[src/rtl/prd_pkg.sv]
package prd_pkg;

    typedef enum logic [1:0] {
        MATCH_OFF   = 2'd0,
        MATCH_TOR   = 2'd1,
        MATCH_NA4   = 2'd2,
        MATCH_NAPOT = 2'd3
    } match_e;

    typedef enum logic {
        ST_SETTLE = 1'b0,
        ST_READY  = 1'b1
    } dec_state_e;

    localparam int MODE_LSB = 3;

    function automatic match_e mode_of(input logic [7:0] cfg);
        return match_e'(cfg[MODE_LSB+1:MODE_LSB]);
    endfunction

endpackage

[src/rtl/prd_napot_mask.sv]
// Thermometer mask of the low bits covered by a power-of-two region.
// Bits [2:0] are always covered; bit j+3 is covered when the address
// register bits [j:0] are all ones.
module prd_napot_mask #(
    parameter int PA_W = 34,
    localparam int AW  = PA_W - 2
) (
    input  logic [AW-2:0]   addr_low_i,
    output logic [PA_W-1:0] mask_o
);

    logic [AW-2:0] run;

    assign run[0] = addr_low_i[0];

    for (genvar j = 1; j <= AW-2; j++) begin : g_run
        assign run[j] = run[j-1] & addr_low_i[j];
    end

    assign mask_o[2:0] = 3'b111;

    for (genvar j = 0; j <= AW-2; j++) begin : g_mask
        assign mask_o[j+3] = run[j];
    end

endmodule

[src/rtl/prd_range_calc.sv]
// Combinational decode of the four range encodings.
module prd_range_calc
    import prd_pkg::*;
#(
    parameter int PA_W = 34,
    localparam int AW  = PA_W - 2
) (
    input  match_e          mode_i,
    input  logic [AW-1:0]   addr_i,
    input  logic [AW-1:0]   prev_i,
    output logic [PA_W-1:0] lo_o,
    output logic [PA_W-1:0] hi_o
);

    logic [PA_W-1:0] base;
    logic [PA_W-1:0] tor_lo;
    logic [PA_W-1:0] tor_hi;
    logic [PA_W-1:0] pow_mask;

    assign base   = {addr_i, 2'b00};
    assign tor_lo = {prev_i, 2'b00};
    assign tor_hi = base - {{(PA_W-1){1'b0}}, 1'b1};

    prd_napot_mask #(.PA_W(PA_W)) u_mask (
        .addr_low_i (addr_i[AW-2:0]),
        .mask_o     (pow_mask)
    );

    always_comb begin
        unique case (mode_i)
            MATCH_OFF: begin
                lo_o = '0;
                hi_o = '1;
            end
            MATCH_TOR: begin
                if (tor_lo > tor_hi) begin
                    lo_o = '0;
                    hi_o = '0;
                end else begin
                    lo_o = tor_lo;
                    hi_o = tor_hi;
                end
            end
            MATCH_NA4: begin
                lo_o = base;
                hi_o = base + {{(PA_W-2){1'b0}}, 2'b11};
            end
            MATCH_NAPOT: begin
                lo_o = base & ~pow_mask;
                hi_o = base | pow_mask;
            end
            default: begin
                lo_o = '0;
                hi_o = '0;
            end
        endcase
    end

endmodule

[src/rtl/prd_bound_cmp.sv]
// Inclusive bound compare.
module prd_bound_cmp #(
    parameter int PA_W = 34
) (
    input  logic            en_i,
    input  logic [PA_W-1:0] lo_i,
    input  logic [PA_W-1:0] hi_i,
    input  logic [PA_W-1:0] q_i,
    output logic            hit_o
);

    assign hit_o = en_i && (q_i >= lo_i) && (q_i <= hi_i);

endmodule

[src/rtl/region_decoder.sv]
module region_decoder
    import prd_pkg::*;
#(
    parameter int PA_W     = 34,
    parameter bit IS_FIRST = 1'b0,
    localparam int AW      = PA_W - 2
) (
    input  logic            clk_i,
    input  logic            rst_ni,
    input  logic            upd_i,
    input  logic [7:0]      cfg_i,
    input  logic [AW-1:0]   addr_i,
    input  logic [AW-1:0]   prev_addr_i,
    input  logic [PA_W-1:0] query_i,
    output logic [PA_W-1:0] start_o,
    output logic [PA_W-1:0] end_o,
    output logic            valid_o,
    output logic            hit_o
);

    dec_state_e      state_q, state_d;
    match_e          mode_q;
    match_e          mode_in;
    logic [AW-1:0]   prev_eff;
    logic [PA_W-1:0] calc_lo, calc_hi;

    assign mode_in = mode_of(cfg_i);

    if (IS_FIRST) begin : g_first
        assign prev_eff = '0;
    end else begin : g_chain
        assign prev_eff = prev_addr_i;
    end

    prd_range_calc #(.PA_W(PA_W)) u_calc (
        .mode_i (mode_in),
        .addr_i (addr_i),
        .prev_i (prev_eff),
        .lo_o   (calc_lo),
        .hi_o   (calc_hi)
    );

    // State register
    always_ff @(posedge clk_i or negedge rst_ni) begin
        if (!rst_ni) begin
            state_q <= ST_SETTLE;
        end else begin
            state_q <= state_d;
        end
    end

    // Next state
    always_comb begin
        unique case (state_q)
            ST_SETTLE: state_d = upd_i ? ST_SETTLE : ST_READY;
            ST_READY:  state_d = upd_i ? ST_SETTLE : ST_READY;
            default:   state_d = ST_SETTLE;
        endcase
    end

    // Range registers load on every edge spent in ST_SETTLE
    always_ff @(posedge clk_i or negedge rst_ni) begin
        if (!rst_ni) begin
            start_o <= '0;
            end_o   <= '0;
            mode_q  <= MATCH_OFF;
        end else if (state_q == ST_SETTLE) begin
            start_o <= calc_lo;
            end_o   <= calc_hi;
            mode_q  <= mode_in;
        end
    end

    // Outputs
    always_comb begin
        unique case (state_q)
            ST_SETTLE: valid_o = 1'b0;
            ST_READY:  valid_o = 1'b1;
            default:   valid_o = 1'b0;
        endcase
    end

    prd_bound_cmp #(.PA_W(PA_W)) u_cmp (
        .en_i  (valid_o && (mode_q != MATCH_OFF)),
        .lo_i  (start_o),
        .hi_i  (end_o),
        .q_i   (query_i),
        .hit_o (hit_o)
    );

    // Checks
    logic [PA_W-1:0] pow_ref, pow_ref_nxt;
    assign pow_ref     = {addr_i, 2'b11};
    assign pow_ref_nxt = pow_ref + {{(PA_W-1){1'b0}}, 1'b1};

    a_r2_drop_after_update: assert property (@(posedge clk_i) disable iff (!rst_ni)
        upd_i |=> !valid_o);

    a_r2_single_settle: assert property (@(posedge clk_i) disable iff (!rst_ni)
        (!valid_o && !upd_i) |=> valid_o);

    a_r5_tor_ordered: assert property (@(posedge clk_i) disable iff (!rst_ni)
        (valid_o && mode_q == MATCH_TOR) |-> (start_o <= end_o));

    a_r9_hit_inside: assert property (@(posedge clk_i) disable iff (!rst_ni)
        hit_o |-> (valid_o && query_i >= start_o && query_i <= end_o));

    a_r3_off_no_hit: assert property (@(posedge clk_i) disable iff (!rst_ni)
        (mode_q == MATCH_OFF) |-> !hit_o);

    a_r7_pow_formula: assert property (@(posedge clk_i) disable iff (!rst_ni)
        (valid_o && $past(state_q == ST_SETTLE) && mode_q == MATCH_NAPOT) |->
        (start_o == $past(pow_ref & pow_ref_nxt) && end_o == $past(pow_ref | pow_ref_nxt)));

endmodule

[config.mk]
export PLATFORM = sky130hd
export DESIGN_NAME = region_decoder
export DESIGN_NICKNAME = d
export VERILOG_FILES = /design/src/rtl/prd_pkg.sv /design/src/rtl/prd_napot_mask.sv /design/src/rtl/prd_range_calc.sv /design/src/rtl/prd_bound_cmp.sv /design/src/rtl/region_decoder.sv
export SDC_FILE = /design/constraint.sdc
export NUM_CORES = 1
export LEC_CHECK = 0
export BUFFER_PORTS_ARGS = -buffer_cell sky130_fd_sc_hd__buf_2
export CAP_MARGIN = 20
export CORE_ASPECT_RATIO = 1.1
export CORE_MARGIN = 5
export CORE_UTILIZATION = 51
export DETAILED_ROUTE_END_ITERATION = 12
export PLACE_DENSITY = 0.79
export SLEW_MARGIN = 15
export SYNTH_ARGS = -nofsm -noshare
export SYNTH_HDL_FRONTEND = slang
export SYNTH_HIERARCHICAL = 1
export SYNTH_SLANG_ARGS = --single-unit
[constraint.sdc]
create_clock -name clk_i -period 2.5 [get_ports clk_i]
set_input_delay 0.5 -clock clk_i [delete_from_list [all_inputs] [get_ports clk_i]]
set_output_delay 0.5 -clock clk_i [all_outputs]
set_load 0.01 [all_outputs]
## Word level (Yosys, flattened, before mapping)

Cells that the tools add are included.

- Bits in writable memories: 0
- Bits of input ports: 109
- Memories kept: 0
- Logic and storage cells: 57
- Output and inout port bits: 70
- Bits in latches: 0
- ROM bits: 0
- Flip-flop bits (word level): 71

- Reductions and logical operators: 5
- $add $sub $neg: 2
- Bitwise operators: 34
- Multipliers: 0
- Shift operators: 0
- Muxes and demuxes: 6
- Equality and inequality tests: 3
- Magnitude comparators: 3
- Div/mod/pow operators: 0

Operator list:

| operator | count |
|---|---|
| one-hot mux 34 bit (4 select lines) | 2 |
| 2-to-1 mux 34 bit | 2 |
| adder 34 x 2 -> 34 bit (second input constant) | 1 |
| bitwise AND 34 bit | 1 |
| greater-or-equal comparator 34 bit | 1 |
| greater-than comparator 34 bit | 1 |
| less-or-equal comparator 34 bit | 1 |
| inverter 34 bit | 1 |
| OR 34 bit | 1 |
| subtractor 34 x 1 -> 34 bit (second input constant) | 1 |
| bitwise AND 1 bit | 30 |
| == test 2 bit (second input constant) | 2 |
| logical AND 1 bit | 3 |
| == test 2 x 1 -> 1 bit (second input constant) | 1 |
| logical NOT 2 bit | 1 |
| one-hot mux 1 bit (2 select lines) | 1 |
| nonzero test 2 bit | 1 |
| 2-to-1 mux 1 bit | 1 |
| inverter 1 bit | 1 |

## Depth between registers and ports, before layout

Gate-level depths: netlist (run 1).

- Depth after elaboration: 33
- Depth in mapped cells: 17
- Mapped depth without buffers: 15

## Hierarchy

Netlist (run 1), hierarchy kept.

Modules (own cells, without submodules):

| module | cells each | area an instance (um^2) | sequential area each (um^2) | times used |
|---|---|---|---|---|
| region_decoder | 151 | 2986.6 | 1776.7 | 1 |
| prd_range_calc | 394 | 2641.3 | 0.0 | 1 |
| prd_bound_cmp | 243 | 1714.1 | 0.0 | 1 |
| prd_napot_mask | 70 | 430.4 | 0.0 | 1 |

## Worst setup path after synthesis (run 1)

No wires, ideal clock.

- Path kind: input -> register
- Start point: in addr_i[0]
- End point: reg start_o[30]
- Arrival: 4.298 ns
- Buffers on the path: 2
- Cell stages on the path: 16
- Path slack: -1.923 ns
- Path through: inv_1 > ha_1 > or4b_4 > nor3_2 > nand2_1 > nor2_1 > xnor2_1 > ha_1 > nand4_1 > or4_1 > a311o_1 > and3_1 > clkbuf_1 > clkbuf_1 > a32o_1 > mux2_4

- Cells in the longest elaborated chain, start to end: 30
- Elaborated cells on any way between the ends: 33
- Classes of those cells: 1 x add/sub; 1 x order compare; 2 x mux; 29 x bitwise

RTL lines:

| element | RTL line | RTL |
|---|---|---|
| start, declared | region_decoder.sv:12 | `input logic [AW-1:0] addr_i,` |
| bitwise AND 1 bit (27 in series) | prd_napot_mask.sv:17 | `assign run[j] = run[j-1] & addr_low_i[j];` |
| inverter 34 bit | prd_range_calc.sv:49 | `lo_o = base & ~pow_mask;` |
| bitwise AND 34 bit | prd_range_calc.sv:49 |  |
| one-hot mux 34 bit (4 select lines) (*) | prd_range_calc.sv:30 | `unique case (mode_i)` |
| named net calc_lo[30] | region_decoder.sv:25 | `logic [PA_W-1:0] calc_lo, calc_hi;` |
| end signal, assigned | region_decoder.sv:68 | `start_o <= calc_lo;` |
| end, declared | region_decoder.sv:15 | `output logic [PA_W-1:0] start_o,` |

The timed path passes the listed nets; every way through them passes the cells marked *.
A chain may end at the register's enable or synchronous reset.

## Final worst setup path (run 1)

- Start point: in addr_i[9]
- End point: reg start_o[33]

- Cells in the longest elaborated chain, start to end: 25
- Elaborated cells on any way between the ends: 28
- Classes of those cells: 1 x add/sub; 1 x order compare; 2 x mux; 24 x bitwise

RTL lines:

| element | RTL line |
|---|---|
| bitwise AND 1 bit (22 in series) | prd_napot_mask.sv:17 |
| inverter 34 bit | prd_range_calc.sv:49 |
| bitwise AND 34 bit | prd_range_calc.sv:49 |
| one-hot mux 34 bit (4 select lines) (*) | prd_range_calc.sv:30 |
| named net calc_lo[33] | region_decoder.sv:25 |

Marks and branches as above.

==> results of run 1 <==
==> area by class of cell <==
class                      instances  area share
clock buffer                      11      0.0228
clock inverter                     4     0.00406
inverter                          82      0.0278
multi-input combinational        657       0.531
sequential                        71       0.161
tap                              196      0.0221
timing repair buffer             371       0.231
==> repair_timing <==
item                                    in CTS  in global routing
gates cloned                                 1                  3
hold endpoints to repair                     0                  0
buffers inserted                             2                 13
pin swaps                                   43                 26
resized for setup                           86                 40
endpoints found under the setup margin      67                 67
==> cells by family (layout without fill, tap and decap cells) <==
family,count (synthesis),count (layout),share of synthesized area
simple gates,257,257,0.176
compound gates,196,196,0.178
buf+inv,133,468,0.0879
fa+ha+maj,100,100,0.161
flops,71,71,0.229
mux,70,70,0.135
xor+xnor,29,29,0.0327
other cells,2,5,0.000966
==> worst register-to-register path: stages, from the launching register on <==
cell and delay (ps):
dfrtp_4 430, buf_12 440, mux2_4 430
==> cells in the final DEF (no fill, tap or decap), drive strengths merged, types with 3 or more instances in the layout <==
cell,n
o22ai,9
a21o,10
and3,10
a211oi,5
nand3,14
or3,9
clkbuf,13
nor4,10
nor2b,4
a22oi,6
a21oi,59
clkinv,3
o21ai,25
a21boi,10
nand2b,6
a311oi,19
nor3,19
ha,100
or4,6
a2bb2oi,3
buf,369
dfrtp,71
nand2,85
nor2,58
nand4,20
a22o,9
inv,82
a32o,21
conb,5
xor2,10
xnor2,19
mux2,70
and4,5
o31ai,4
==> how the worst max path moves through the flow <==
stage / start / endpoint / slack, ps / cells past startpoint
finish: addr_i[9] / start_o[33] / -1720 / 15
global route: addr_i[1] / end_o[23] / -1770 / 18
CTS: addr_i[2] / start_o[3] / -1540 / 14
detailed placement: addr_i[1] / start_o[2] / -2010 / 17
global placement: addr_i[1] / start_o[3] / -1920 / 16
floorplan: addr_i[18] / start_o[30] / -1760 / 15
==> metrics by stage <==
step,hold WS (ps),power [W],setup TNS (ps),util,instance area (um^2)
after floorplan,204,0.00244,-111630,-,7890
after global placement,494,0.00324,-121360,0.672,10100
after detailed placement,501,0.00330,-127100,0.672,10100
after CTS,187,0.00474,-98200,0.720,10800
after global routing,216,0.00507,-113730,0.739,11100
final,173,0.00483,-110450,0.739,11100
==> sequential cells by signal, indices dropped and copies added (netlist names) <==
signal,count
start_o,34
state_q,1
end_o,34
mode_q,2
==> power groups by stage <==
stage               Clock (W)  Sequential, W  Combinational [W]
finish                0.00133        0.00140            0.00210
global route          0.00138        0.00142            0.00227
CTS                   0.00134        0.00140            0.00200
detailed placement          0        0.00142            0.00188
global placement            0        0.00141            0.00182
floorplan                   0        0.00148           0.000960
==> metal layers <==
layer | part of all wire | GRT usage
met1 | 0.38 | 0.370
met2 | 0.49 | 0.511
met3 | 0.081 | 0.0410
met4 | 0.042 | 0.122
met5 | 0.00025 | 0
==> results.py, run 1 <==
metrics = {
    "power_and_ir_drop": {
        "power.share.clock": 0.276,
        "swShare": 0.343,
        "leakagePower_nw": 5.53,
        "intPower_w": 0.00318,
        "power.switching_w": 0.00166,
        "max-vdd-ir-drop_v": 0.000272,
        "pwr-share-seq": 0.291,
        "p_per_area_nw_per_um2": 436,
        "combPwrFrac": 0.434,
    },
    "setup_path": {
        "critical_path.max_fanout": 5,
        "ff2ff_setup_slack_ps": 1080,
        "worst-path-buf-inv": 3,
        "path_cells": "buf_6 > or4_4 > nor4_4 > nand2_2 > buf_6 > nor3_4 > xnor2_1 > ha_1 > nand4_1 > or4_4 > a311o_1 > and3_4 > clkbuf_16 > a32o_1 > mux2_4",
        "critical-path-top-delay-family": "simple AND/OR/NAND/NOR gates",
        "arrival_ps": 4440,
        "reg2reg_to": "end_o[33]",
        "worstSetupEndpointType": "flop",
        "slowest_stage": "or4_4",
        "worstRegToRegCells": 2,
        "cpPeakStageDelay_ps": 580,
        "worstReg2RegStart": "state_q",
        "start_kind": "input pin",
        "crit_required_ps": 2730,
        "critical_path_class": "input pin to flop",
    },
    "sta": {
        "min_period_ps": 4220,
        "fin_ws_ps": -1720,
        "maxSlewViolCount": 0,
        "clock.fmax_ghz": 0.237,
        "finalCritPeriodShare": 1.69,
        "hold_violations": 0,
        "slew_headroom": 0.618,
        "tightest_slew_ps": 573,
        "setup_violations": 67,
        "fin_skew_ps": 4.85,
        "rsz0062_at_grt": "true",
    },
    "detailed_routing": {
        "vias": 8336,
        "initialDrtViolationCount": 969,
        "ant_nets": 0,
        "routed_wl_um": 28000,
        "routed_via_density": 5.99,
        "drtPass1Iterations": 7,
        "drc": 0,
        "detail_route.wl_per_cell_um": 20.1,
    },
    "placement": {
        "numPlacedInstances": 1362,
        "numPortBuffers": 172,
        "dp_hpwl_um": 19900,
        "gp_congestion": 0.936,
        "place_ws_ps": -2010,
    },
    "floorplan": {
        "start_util": 0.518,
        "dieArea_um2": 17800,
        "core-area_um2": 15000,
        "die_w_um": 128,
        "ios": 179,
        "rows": 47,
        "dieHeight_um": 139,
    },
    "run": {
        "drv_cap": 0,
    },
    "clock_tree": {
        "path_clk_slew_ps": 60,
        "cts_root_buf": "clkbuf_16",
        "clk_path_buf_depth": 2,
        "cts_max_level": 3,
        "numCtsBuffers": 9,
        "cts_tree": "done",
        "worstSkewPairLatency_ps": 350,
        "cts.sinks": 71,
        "cts-hold-fix-buffers": 0,
    },
    "finish": {
        "area_delta_synth_final_pct": 42.6,
        "seq_area_um2": 1780,
        "layout-drive-gt1-share": 0.464,
        "diodes": 0,
        "stdcell_count": 1392,
        "final_nets": 1401,
        "multi_input_comb_area_um2": 5890,
        "fill_cells": 995,
    },
    "synthesis": {
        "synth.top_cell.area_share": 0.229,
        "syn_area_um2": 7770,
        "synth_top_area_cell": "dfrtp_1",
        "yosysUniqueCellTypes": 73,
        "synthTopCellsByArea": "dfrtp_1 23%, ha_1 16%, mux2_4 13%, nand2_1 4.0%, inv_1 4.0%",
        "ys_top_cells_by_count": "100 x ha_1, 83 x nand2_1, 82 x inv_1",
        "yosysSeqAreaShare": 0.229,
        "netlist_instances": 858,
        "synth_edf_count": 0,
        "yosysMostFrequentCell": "ha_1",
        "synth-async-reset-ratio": 1.00,
        "avgSynthCellArea_um2": 9.06,
        "ys_warn_count": 6,
        "ys_seq_elements": 71,
        "synth_flop_cell": "dfrtp_1",
    },
    "global_routing": {
        "grt_pass1_wl_um": 42200,
        "grt_pass1_vias": 8184,
        "grt_start_max_net_pins": 72,
        "grt_use_total": 0.296,
        "grt_antenna_before_repair": 1,
        "gr-total-overflow": 0,
    },
    "outcome": {
        "violations": "setup timing",
        "status": "finished, violations left",
    },
    "worst_hold_path": {
        "hold_path.class": "input pin to asynchronous set/reset pin",
    },
}
No activity file was read; power rests on OpenSTA's default activity.
==> run 2: changes to the inputs <==
SKIP_CTS_REPAIR_TIMING = 1   (was default)
==> run 2 against run 1 <==
The flow still finishes with violations (setup timing). Largest power group unchanged. Clock-buffer cell count did not move. Critical endpoint is now start_o[2]. Flip-flop and latch count did not move. Core utilization fell by 1.6 points. Routed wire length fell by 4.6%. Via count fell by 2.3%. Sequential share of layout area rose by 0.36 points. First-iteration DRC count fell by 19%. Hold slack got worse by 2.1 ps. Largest cell class unchanged. Total power fell by 1.8%. Highest routed layer unchanged. Die area did not move. Sequential power barely moved.
==> results.py, run 2 (synthesized netlist as in run 1, its figures left out) <==
metrics = {
    "global_routing": {
        "grt_use_total": 0.282,
        "grt_pass1_vias": 7889,
        "grt_start_max_net_pins": 72,
        "grt_pass1_wl_um": 40300,
        "grt_antenna_before_repair": 1,
        "gr-total-overflow": 0,
    },
    "outcome": {
        "violations": "setup timing",
        "status": "finished, violations left",
    },
    "sta": {
        "setup_violations": 67,
        "finalCritPeriodShare": 1.62,
        "tightest_slew_ps": 564,
        "min_period_ps": 4060,
        "fin_skew_ps": 6.16,
        "hold_violations": 0,
        "rsz0062_at_grt": "true",
        "clock.fmax_ghz": 0.246,
        "fin_ws_ps": -1560,
        "slew_headroom": 0.624,
        "maxSlewViolCount": 0,
        "hold_slack_ps": 171,
    },
    "setup_path": {
        "critical_path.max_fanout": 6,
        "worstSetupEndpointType": "flop",
        "start_kind": "input pin",
        "ff2ff_setup_slack_ps": 1090,
        "critical_path_class": "input pin to flop",
        "reg2reg_to": "end_o[33]",
        "worstReg2RegStart": "state_q",
        "arrival_ps": 4290,
        "worstRegToRegCells": 2,
        "crit_required_ps": 2730,
    },
    "floorplan": {
        "dieHeight_um": 139,
        "dieArea_um2": 17800,
        "die_w_um": 128,
        "start_util": 0.518,
        "core-area_um2": 15000,
        "rows": 47,
        "ios": 179,
    },
    "finish": {
        "layout-drive-gt1-share": 0.447,
        "diodes": 0,
        "reg_top3": "end_o (34), start_o (34), mode_q (2)",
        "area_delta_synth_final_pct": 39.5,
        "mostFrequentLayoutCell": "buf_4",
        "layout_common_cells": "183 x buf_4, 167 x buf_2, 95 x ha_1",
        "design_area_um2": 10800,
        "fill_cells": 1056,
        "final_nets": 1400,
        "post-route-util": 0.723,
    },
    "placement": {
        "numPortBuffers": 172,
        "place_ws_ps": -2010,
        "placed_area_um2": 10100,
        "gp_congestion": 0.936,
        "dp_hpwl_um": 19900,
    },
    "detailed_routing": {
        "detail_route.wl_per_cell_um": 19.2,
        "routed_via_density": 5.85,
        "vias": 8142,
        "routed_wl_um": 26700,
        "initialDrtViolationCount": 785,
        "drtPass1Iterations": 5,
        "drc": 0,
        "ant_nets": 0,
    },
    "power_and_ir_drop": {
        "leakagePower_nw": 5.45,
        "p_per_area_nw_per_um2": 438,
        "max-vdd-ir-drop_v": 0.000269,
    },
    "clock_tree": {
        "path_clk_slew_ps": 60,
        "numCtsBuffers": 9,
        "cts_max_level": 3,
        "clk_path_buf_depth": 2,
        "worstSkewPairLatency_ps": 350,
        "cts_root_buf": "clkbuf_16",
        "cts_tree": "done",
        "cts.sinks": 71,
    },
    "worst_hold_path": {
        "hold_path.class": "input pin to asynchronous set/reset pin",
    },
    "run": {
        "drv_cap": 0,
    },
}
[run 2: worst max-delay path, cell delays in order]
cell and delay (ps):
buf_2 110, or3_1 410, or3_1 390, or3_4 390
nor3_2 210, xnor2_1 130, ha_1 310, nand4_1 150
or4_4 460, a311o_1 340, and3_4 230, buf_12 150
a2bb2o_2 250, mux2_4 260
[run 2: worst max path at each step]
| stage | from | to | depth (start not counted) |
|---|---|---|---|
| floorplan | addr_i[18] | start_o[30] | 15 |
| global placement | addr_i[1] | start_o[3] | 16 |
| detailed placement | addr_i[1] | start_o[2] | 17 |
| CTS | addr_i[1] | start_o[2] | 17 |
| global route | addr_i[0] | start_o[2] | 19 |
| finish | addr_i[25] | start_o[2] | 14 |
[run 2: metal layers]
| layer | up-vias | GRT usage | wire length (um) |
|---|---|---|---|
| met3 | 81 | 0.0372 | 1930 |
| met4 | 2 | 0.0983 | 855 |
| met2 | 419 | 0.488 | 13200 |
| met5 | - | 0 | 7 |
| li1 | 3782 | - | - |
| met1 | 3858 | 0.361 | 10700 |
[run 2: final cells by class]
class / count / area [um^2] / area share
Timing Repair Buffer: 370 / 2530 / 0.234
Clock inverter: 4 / 45.0 / 0.00416
Tap cell: 196 / 245 / 0.0226
Inverter: 82 / 308 / 0.0284
Sequential cell: 71 / 1780 / 0.164
Clock buffer: 11 / 253 / 0.0233
Multi-Input combinational cell: 657 / 5680 / 0.524
[run 2: per-stage QoR]
stage               total power, W  setup TNS (ps)  cells
floorplan                  0.00244         -111630    861
global placement           0.00324         -121360   1362
detailed placement         0.00330         -127100   1362
CTS                        0.00464         -110250   1377
global route               0.00500         -107380   1391
finish                     0.00475         -100000   1391
[run 2: power by group]
part | switching [W] | total [W] | leakage [nW] | internal (W)
Sequential | 0.000107 | 0.00140 | 0.836 | 0.00130
Combinational | 0.000988 | 0.00202 | 4.47 | 0.00103
Clock | 0.000509 | 0.00132 | 0.151 | 0.000816
